`config.mk`:
```
export PLATFORM = sky130hd
export DESIGN_NAME = seq_guard_detect
export DESIGN_NICKNAME = d
export VERILOG_FILES = /design/src/rtl/seq_guard_pkg.sv /design/src/rtl/seq_guard_next.sv /design/src/rtl/seq_guard_state.sv /design/src/rtl/seq_guard_flag.sv /design/src/rtl/seq_guard_detect.sv
export SDC_FILE = /design/constraint.sdc
export NUM_CORES = 1
export LEC_CHECK = 0
export ABC_AREA = 1
export BUFFER_PORTS_ARGS = -buffer_cell sky130_fd_sc_hd__buf_4
export CORE_AREA = 2 2 39 41
export CTS_CLUSTER_DIAMETER = 150
export DETAILED_ROUTE_END_ITERATION = 8
export DIE_AREA = 0 0 41 43
export GPL_TIMING_DRIVEN = 1
export PLACE_DENSITY_LB_ADDON = 0.3
export SKIP_LAST_GASP = 1
export SLEW_MARGIN = 5
export SYNTH_ARGS = -nofsm -noshare
export SYNTH_HDL_FRONTEND = slang
export SYNTH_SLANG_ARGS = --single-unit
```
`constraint.sdc`:
```
create_clock -name clk_i -period 3.03 [get_ports clk_i]
set_clock_uncertainty 0.2 [all_clocks]
set_input_delay 0.303 -clock clk_i [delete_from_list [all_inputs] [get_ports clk_i]]
set_output_delay 0.303 -clock clk_i [all_outputs]
set_load 0.01 [all_outputs]
```
`src/rtl/seq_guard_pkg.sv`:
```
package seq_guard_pkg;
  localparam int STATE_W = 3;

  typedef enum logic [STATE_W-1:0] {
    ST_IDLE = 3'd0,  // nothing accepted since reset
    ST_Z    = 3'd1,  // only zeros so far
    ST_ZO   = 3'd2,  // history ends ...01
    ST_HIT  = 3'd3,  // history ends ...010
    ST_O    = 3'd4,  // history ends ...1 with a 1 or start before
    ST_OZ   = 3'd5,  // history ends ...10 with a 1 or start before
    ST_LOCK = 3'd6   // 1,0,0 seen: permanent inhibit
  } gstate_t;
endpackage

```
`src/rtl/seq_guard_next.sv`:
```
module seq_guard_next
  import seq_guard_pkg::*;
(
  input  gstate_t cur_i,
  input  logic    take_i,
  input  logic    bit_i,
  output gstate_t nxt_o
);
  always_comb begin
    nxt_o = cur_i;
    if (take_i) begin
      unique case (cur_i)
        ST_IDLE: nxt_o = bit_i ? ST_O  : ST_Z;
        ST_Z:    nxt_o = bit_i ? ST_ZO : ST_Z;
        ST_ZO:   nxt_o = bit_i ? ST_O  : ST_HIT;
        ST_HIT:  nxt_o = bit_i ? ST_ZO : ST_LOCK;
        ST_O:    nxt_o = bit_i ? ST_O  : ST_OZ;
        ST_OZ:   nxt_o = bit_i ? ST_ZO : ST_LOCK;
        ST_LOCK: nxt_o = ST_LOCK;
        default: nxt_o = ST_IDLE;
      endcase
    end
  end
endmodule

```
`src/rtl/seq_guard_state.sv`:
```
module seq_guard_state
  import seq_guard_pkg::*;
(
  input  logic    clk_i,
  input  logic    rst_i,
  input  gstate_t d_i,
  output gstate_t q_o
);
  always_ff @(posedge clk_i) begin
    if (rst_i) q_o <= ST_IDLE;
    else       q_o <= d_i;
  end
endmodule

```
`src/rtl/seq_guard_flag.sv`:
```
module seq_guard_flag
  import seq_guard_pkg::*;
(
  input  logic    clk_i,
  input  logic    rst_i,
  input  gstate_t nxt_i,
  output logic    flag_o
);
  logic hit_dec;

  always_comb hit_dec = (nxt_i == ST_HIT);

  always_ff @(posedge clk_i) begin
    if (rst_i) flag_o <= 1'b0;
    else       flag_o <= hit_dec;
  end
endmodule

```
`src/rtl/seq_guard_detect.sv`:
```
module seq_guard_detect
  import seq_guard_pkg::*;
(
  input  logic clk_i,
  input  logic rst_i,
  input  logic in_valid_i,
  input  logic in_bit_i,
  output logic match_o
);
  gstate_t state_q;
  gstate_t state_d;

  seq_guard_next u_next (
    .cur_i  (state_q),
    .take_i (in_valid_i),
    .bit_i  (in_bit_i),
    .nxt_o  (state_d)
  );

  seq_guard_state u_state (
    .clk_i (clk_i),
    .rst_i (rst_i),
    .d_i   (state_d),
    .q_o   (state_q)
  );

  seq_guard_flag u_flag (
    .clk_i  (clk_i),
    .rst_i  (rst_i),
    .nxt_i  (state_d),
    .flag_o (match_o)
  );
endmodule

```
==> metrics.cfg, run 1 <==
[worst_setup_path]
path_class=reg2out
crit_buf_inv=1
regToRegEndpoint=u_flag.flag_o
crit_required_ps=2530
path_cells=buf_4
critPathTopFamily=flip-flops
r2r_cells=7
r2r-start=u_state.q_o[2]
crit_path_end_kind=output pin
crit_arrival_ps=650
crit_fanout=1
max_stage_delay_ps=290
cp-start-kind=flip-flop
r2r_setup_slack_ps=1910
slowest_stage=dfxtp_1

[synth]
yosysMostFrequentCell=nand2_1
async_flop_share_pct=0
synth_largest_area_cell=dfxtp_1
ys.flop_type=dfxtp_1
synth_top_area_share_pct=35.0
syn_area_um2=229
synth_edf_count=0
netlist-cell-type-count=11
synthCells=39
synth_area_leaders=dfxtp_1 (35%), nand2_1 (20%), inv_1 (9.8%)
postSynthAreaPerCell_um2=5.87
yosysSeqAreaShare_pct=35.0
syn_nets=43
synth.yosys.warnings=0
synth_commonest_cells=nand2_1 (12), inv_1 (6), nor2_1 (6)
synth-seq-cells=4

[placed_design]
gp_congestion=0.806
placedCellCount=59
dp_hpwl_um=355
io_buffers=4

[clock_network]
cts_resized=0
cts_sinks=4
clockRootBuffer=clkbuf_4
post-cts-setup-buffer-count=0
hold_buffers=0
clk_pin_slew_ps=40
clockBufferDepth=2
h-tree-depth=1
cts_buffers=3
cts_tree=yes
clk_latency_ps=230

[timing]
setup_viol=0
fin_crit_sh_pct=38.1
rsz0062_at_grt=no
tightest_slew_ps=161
finalHoldWorstSlack_ps=40.1
maxSlewHeadroom_pct=89.3
finalMaxSlewViolations=0
period_needed_ps=1160
max_freq_mhz=865
hold_viol_final=0
finalSetupTns_ps=0

[route]
drc=0
avgViaCountPerCell=4.05
drt-total-wl_um=448
drtAntennaViolNets=0
post_drt_wl_per_cell_um=7.23
num_vias=251
dr.pass1.iters=4
first_iter_violations=1

[hold_path]
min_path_cells=2
min_to=u_state.q_o[1]
hold_path.class=in2reg
min_from=rst_i

[layout]
num_antenna_cells=0
final_nets=52
layout.cells.non_filler=62
area_growth_pct=31.7
drive_above_1_share_pct=26.1
fin_util_pct=21.8
fillers=164

[grt]
gr-total-overflow=0
grt_use_total_pct=7.95
grt_max_degree=7
antenna_found_initial=0
grt_pass1_vias=240
grt_pass1_wl_um=876

[die]
core-area_um2=1380
die-area_um2=1760
rows=14
initial_core_util_pct=16.5
dieWidth_um=41
ios=5
die_height_um=43

[pwr]
total_leakage_power_nw=0.164
peakVddDrop_mv=0.142
total_power_mw=0.143
p_per_area_nw_per_um2=473

[outcome]
status=finished, final reports clean

[job]
cap_violations=0

## how the worst max path moves through the flow
| stage | end | slack [ps] | start | cells after the start |
|---|---|---|---|---|
| floorplan | u_flag.flag_o | 2010 | u_state.q_o[1] | 7 |
| global placement | u_flag.flag_o | 1860 | in_bit_i | 8 |
| detailed placement | u_flag.flag_o | 1840 | in_bit_i | 8 |
| CTS | match_o | 1860 | u_flag.flag_o | 1 |
| global route | u_flag.flag_o | 1790 | u_state.q_o[2] | 7 |
| finish | match_o | 1870 | u_flag.flag_o | 1 |
## cells by family (layout without fill, tap and decap cells)
family / after synthesis / count (layout) / synth area share [%]
flip-flops: 4 / 4 / 35.0
buffers and inverters: 7 / 14 / 11.5
AO/OA/AOI/OAI: 4 / 4 / 8.74
AND/OR/NAND/NOR: 24 / 24 / 44.8
## power breakdown
group          leakage [nW]  switching, mW  internal, mW
clock                0.0138         0.0211        0.0443
combinational         0.117         0.0112       0.00820
sequential           0.0327        0.00237        0.0553
total                 0.164         0.0347         0.108
## sequential cells by signal, indices dropped and copies added, names as in the netlist
name	cells
u_state.q_o	3
u_flag.flag_o	1
## through the flow
step / setup WS, ps / instance area [um^2]
CTS: 1860 / 302
floorplan: 2010 / 229
finish: 1870 / 302
global placement: 1860 / 279
detailed placement: 1840 / 279
global route: 1790 / 302
## cells in the final DEF (no fill, tap or decap)
| cell | n |
|---|---|
| clkbuf_4 | 3 |
| o21ai_0 | 1 |
| nand2_1 | 12 |
| buf_4 | 4 |
| nor2_2 | 1 |
| a21oi_1 | 2 |
| nand2_2 | 3 |
| nand3_1 | 2 |
| nor2_1 | 6 |
| inv_1 | 6 |
| o21ai_1 | 1 |
| inv_2 | 1 |
| dfxtp_1 | 4 |
## layer usage
metal	wire length, um	track usage (%)	vias up	share of wire (%)
li1	-	-	133	-
met1	185	7.77	109	41
met2	225	10.3	7	50
met3	27	3.66	2	6.0
met4	10	10.0	0	2.2
met5	0	0	-	0
## final cells by class
cell class,instances,area [um^2],area share (%)
clock buffers,3,22.5,7.47
inverters,7,26.3,8.71
multi-input cells,28,123,40.7
flip-flops and latches,4,80.1,26.6
well taps,16,20.0,6.64
repair buffers,4,30.0,9.96
No activity file was read; power rests on OpenSTA's default activity.
==> inputs of run 2 (changes only) <==
--- a/config.mk
+++ b/config.mk
@@ -5,7 +5,7 @@
 export SDC_FILE = /design/constraint.sdc
 export NUM_CORES = 1
 export LEC_CHECK = 0
-export ABC_AREA = 1
+export ABC_AREA = 0
 export BUFFER_PORTS_ARGS = -buffer_cell sky130_fd_sc_hd__buf_4
 export CORE_AREA = 2 2 39 41
 export CTS_CLUSTER_DIAMETER = 150
==> constraint.sdc (replaced) <==
create_clock -name clk_i -period 1 [get_ports clk_i]
set_clock_uncertainty 0.2 [all_clocks]
set_input_delay 0.1 -clock clk_i [delete_from_list [all_inputs] [get_ports clk_i]]
set_output_delay 0.1 -clock clk_i [all_outputs]
set_load 0.01 [all_outputs]
==> run 2 against run 1 <==
The flow now finishes with violations (negative hold slack, negative setup slack). First-iteration DRC count increased to 7.0 times the previous value. Cell count decreased by 24%. Design area increased by 2.9%. Non-clock buffer count unchanged. Clock power increased to 3.2 times the previous value. Global-route usage decreased by 0.22 points. Combinational power increased to 3.1 times the previous value. Synthesized area decreased by 4.9%. Sequential power increased to 3.3 times the previous value. Wire length increased by 12%. Clock-buffer cell count unchanged. Register-to-register slack got worse by 2000 ps. Largest power group unchanged.
==> metrics.cfg, run 2 <==
[worst_setup_path]
crit_path_end_kind=flip-flop
crit_arrival_ps=1030  ; +380 ps
crit_start=u_state.q_o[2]
r2r-start=u_state.q_o[2]
cp-start-kind=flip-flop
path_class=reg2reg
crit_fanout=9  ; +8
crit_required_ps=970  ; -1560 ps

[die]
core-area_um2=1380  ; unchanged
initial_core_util_pct=15.7  ; -0.81 points
die-area_um2=1760  ; unchanged
rows=14  ; unchanged
ios=5  ; unchanged
dieWidth_um=41  ; unchanged
die_height_um=43  ; unchanged

[synth]
synth.yosys.warnings=0  ; unchanged
synthCells=25  ; -36%
synth_edf_count=0  ; unchanged
synth_top_area_share_pct=36.8  ; +1.8 points
synth_area_leaders=dfxtp_1 (37%), a21oi_1 (6.9%), nor4b_2 (6.9%)
synth_commonest_cells=dfxtp_1 (4), a21oi_1 (3), nand2_1 (2), o21ai_0 (2)
ys.flop_type=dfxtp_1
yosysSeqAreaShare_pct=36.8  ; +1.8 points
syn_area_um2=218  ; -4.9%
synth-seq-cells=4  ; unchanged
yosysMostFrequentCell=dfxtp_1
async_flop_share_pct=0  ; unchanged
syn_nets=29  ; -33%
netlist-cell-type-count=18  ; +7
synth_largest_area_cell=dfxtp_1
postSynthAreaPerCell_um2=8.71  ; +48%

[pwr]
total_leakage_power_nw=0.108  ; -34%
p_clk_share_pct=45.8  ; about the same
peakVddDrop_mv=0.384  ; +170%
pwr-share-comb_pct=12.9  ; -0.7 points
swShare_pct=26.8  ; +2.4 points
p_sw_mw=0.123  ; +250%
p_per_area_nw_per_um2=1480  ; +210%
internal_power_mw=0.336  ; +210%
seqPwrFrac_pct=41.3  ; +0.8 points

[clock_network]
clockBufferDepth=2  ; unchanged
clk_latency_ps=240  ; about the same
clockRootBuffer=clkbuf_4
clk_pin_slew_ps=40  ; about the same
cts_sinks=4  ; unchanged
cts_tree=yes
cts_buffers=3  ; unchanged
h-tree-depth=1  ; unchanged

[route]
drc=0  ; unchanged
dr.pass1.iters=3  ; -1
drt-total-wl_um=501  ; +12%
first_iter_violations=7  ; +6
post_drt_wl_per_cell_um=10.7  ; +48%
avgViaCountPerCell=4.68  ; +16%
drtAntennaViolNets=0  ; unchanged
num_vias=220  ; -12%

[outcome]
status=finished with violations
violations=negative hold slack, negative setup slack

[layout]
area_growth_pct=42.5
max_flop_register=u_state.q_o
num_antenna_cells=0  ; unchanged
drive_above_1_share_pct=45.2  ; +19 points
fin_util_pct=22.4  ; +0.63 points
layout.cells.most_common_list=buf_4 (4), clkbuf_4 (3)
final_nets=37  ; -29%
seqCellArea_um2=88.8  ; +11%
final_common_cell=buf_4
largest_register_ffs=3  ; unchanged
top_regs=u_state.q_o: 3 flops, u_flag.flag_o: 1 flops
fillers=152  ; -7.3%
multi_input_area_um2=145  ; +18%

[timing]
hold_viol_final=4  ; +4
finalHoldWorstSlack_ps=-138  ; -178 ps
period_needed_ps=1070
rsz0062_at_grt=yes
fin_crit_sh_pct=107
max_freq_mhz=937
maxSlewHeadroom_pct=88.7  ; -0.54 points
tightest_slew_ps=164  ; +3.68 ps
finalMaxSlewViolations=0  ; unchanged
fin_ws_ps=-67.1  ; -1940 ps
setup_viol=4  ; +4

[hold_path]
hold_path.class=in2reg
min_from=rst_i

[placed_design]
io_buffers=4  ; unchanged
gp_congestion=0.712  ; -12%
dp_hpwl_um=313  ; -12%

[grt]
grt_use_total_pct=7.73  ; -0.22 points
gr-total-overflow=0  ; unchanged
antenna_found_initial=0  ; unchanged
grt_pass1_vias=204  ; -15%
grt_max_degree=10  ; +3
grt_pass1_wl_um=841  ; -4.0%

[job]
cap_violations=0  ; unchanged

## run 2: per-stage QoR
step           cell area, um^2  setup slack (ps)  total power [mW]  instances  setup TNS [ps]
2_1_floorplan              224             -96.1             0.227         25            -165
3_3_place_gp               263              -129             0.244         44            -443
3_5_place_dp               263              -137             0.243         44            -436
4_1_cts                    288             -83.9             0.464         47            -274
5_1_grt                    310              -114             0.501         47            -373
6_report                   310             -67.1             0.460         47            -142
## run 2: worst max-delay path, stage by stage (launching register included)
cell and delay [ps]:
dfxtp_4 360, o311a_1 340, nor3_2 90
## run 2: metal layers
layer / wire length [um] / global-route usage (%) / share of wire (%)
met3: 28 / 6.28 / 5.6
met1: 253 / 9.97 / 50
met4: 11 / 6.00 / 2.2
met2: 207 / 7.81 / 41
met5: 0 / 0 / 0
## run 2: what timing repair did
| item | 4_1_cts | 5_1_grt |
|---|---|---|
| pin swaps | 0 | 3 |
| gates resized for setup | 2 | 8 |
| buffers inserted | 0 | 0 |
| endpoints found under the setup margin | 4 | 4 |
| endpoints found under the hold margin | 4 | 3 |
## run 2: logic make-up after synthesis
kind of cell           Yosys count  share of synthesized area, %
AOI/OAI and AO/OA                9                          26.4
and+or+nand+nor                  9                          28.2
DFF                              4                          36.8
buffers and inverters            2                          4.02
muxes                            1                          4.60
## run 2: layout make-up
cell class                      count  area share [%]
Sequential cell                     4            28.6
Tap cell                           16            6.45
Inverter                            1            1.21
Clock buffer                        3            7.26
Multi-Input combinational cell     19            46.8
Timing Repair Buffer                4            9.68
## run 2: worst paths after layout
check | endpoint | slack, ps | depth (start not counted)
hold reg to reg | u_flag.flag_o | 290 | 1
hold / removal | u_state.q_o[0] | -140 | 2
setup reg to reg | u_state.q_o[0] | -70 | 2
setup / recovery | u_state.q_o[0] | -70 | 2
## run 2: power groups by stage
stage          registers [mW]  clock network, mW  logic, mW
2_1_floorplan           0.179                  0     0.0474
3_3_place_gp            0.191                  0     0.0535
3_5_place_dp            0.190                  0     0.0534
4_1_cts                 0.189              0.222     0.0533
5_1_grt                 0.192              0.243     0.0661
6_report                0.190              0.211     0.0592
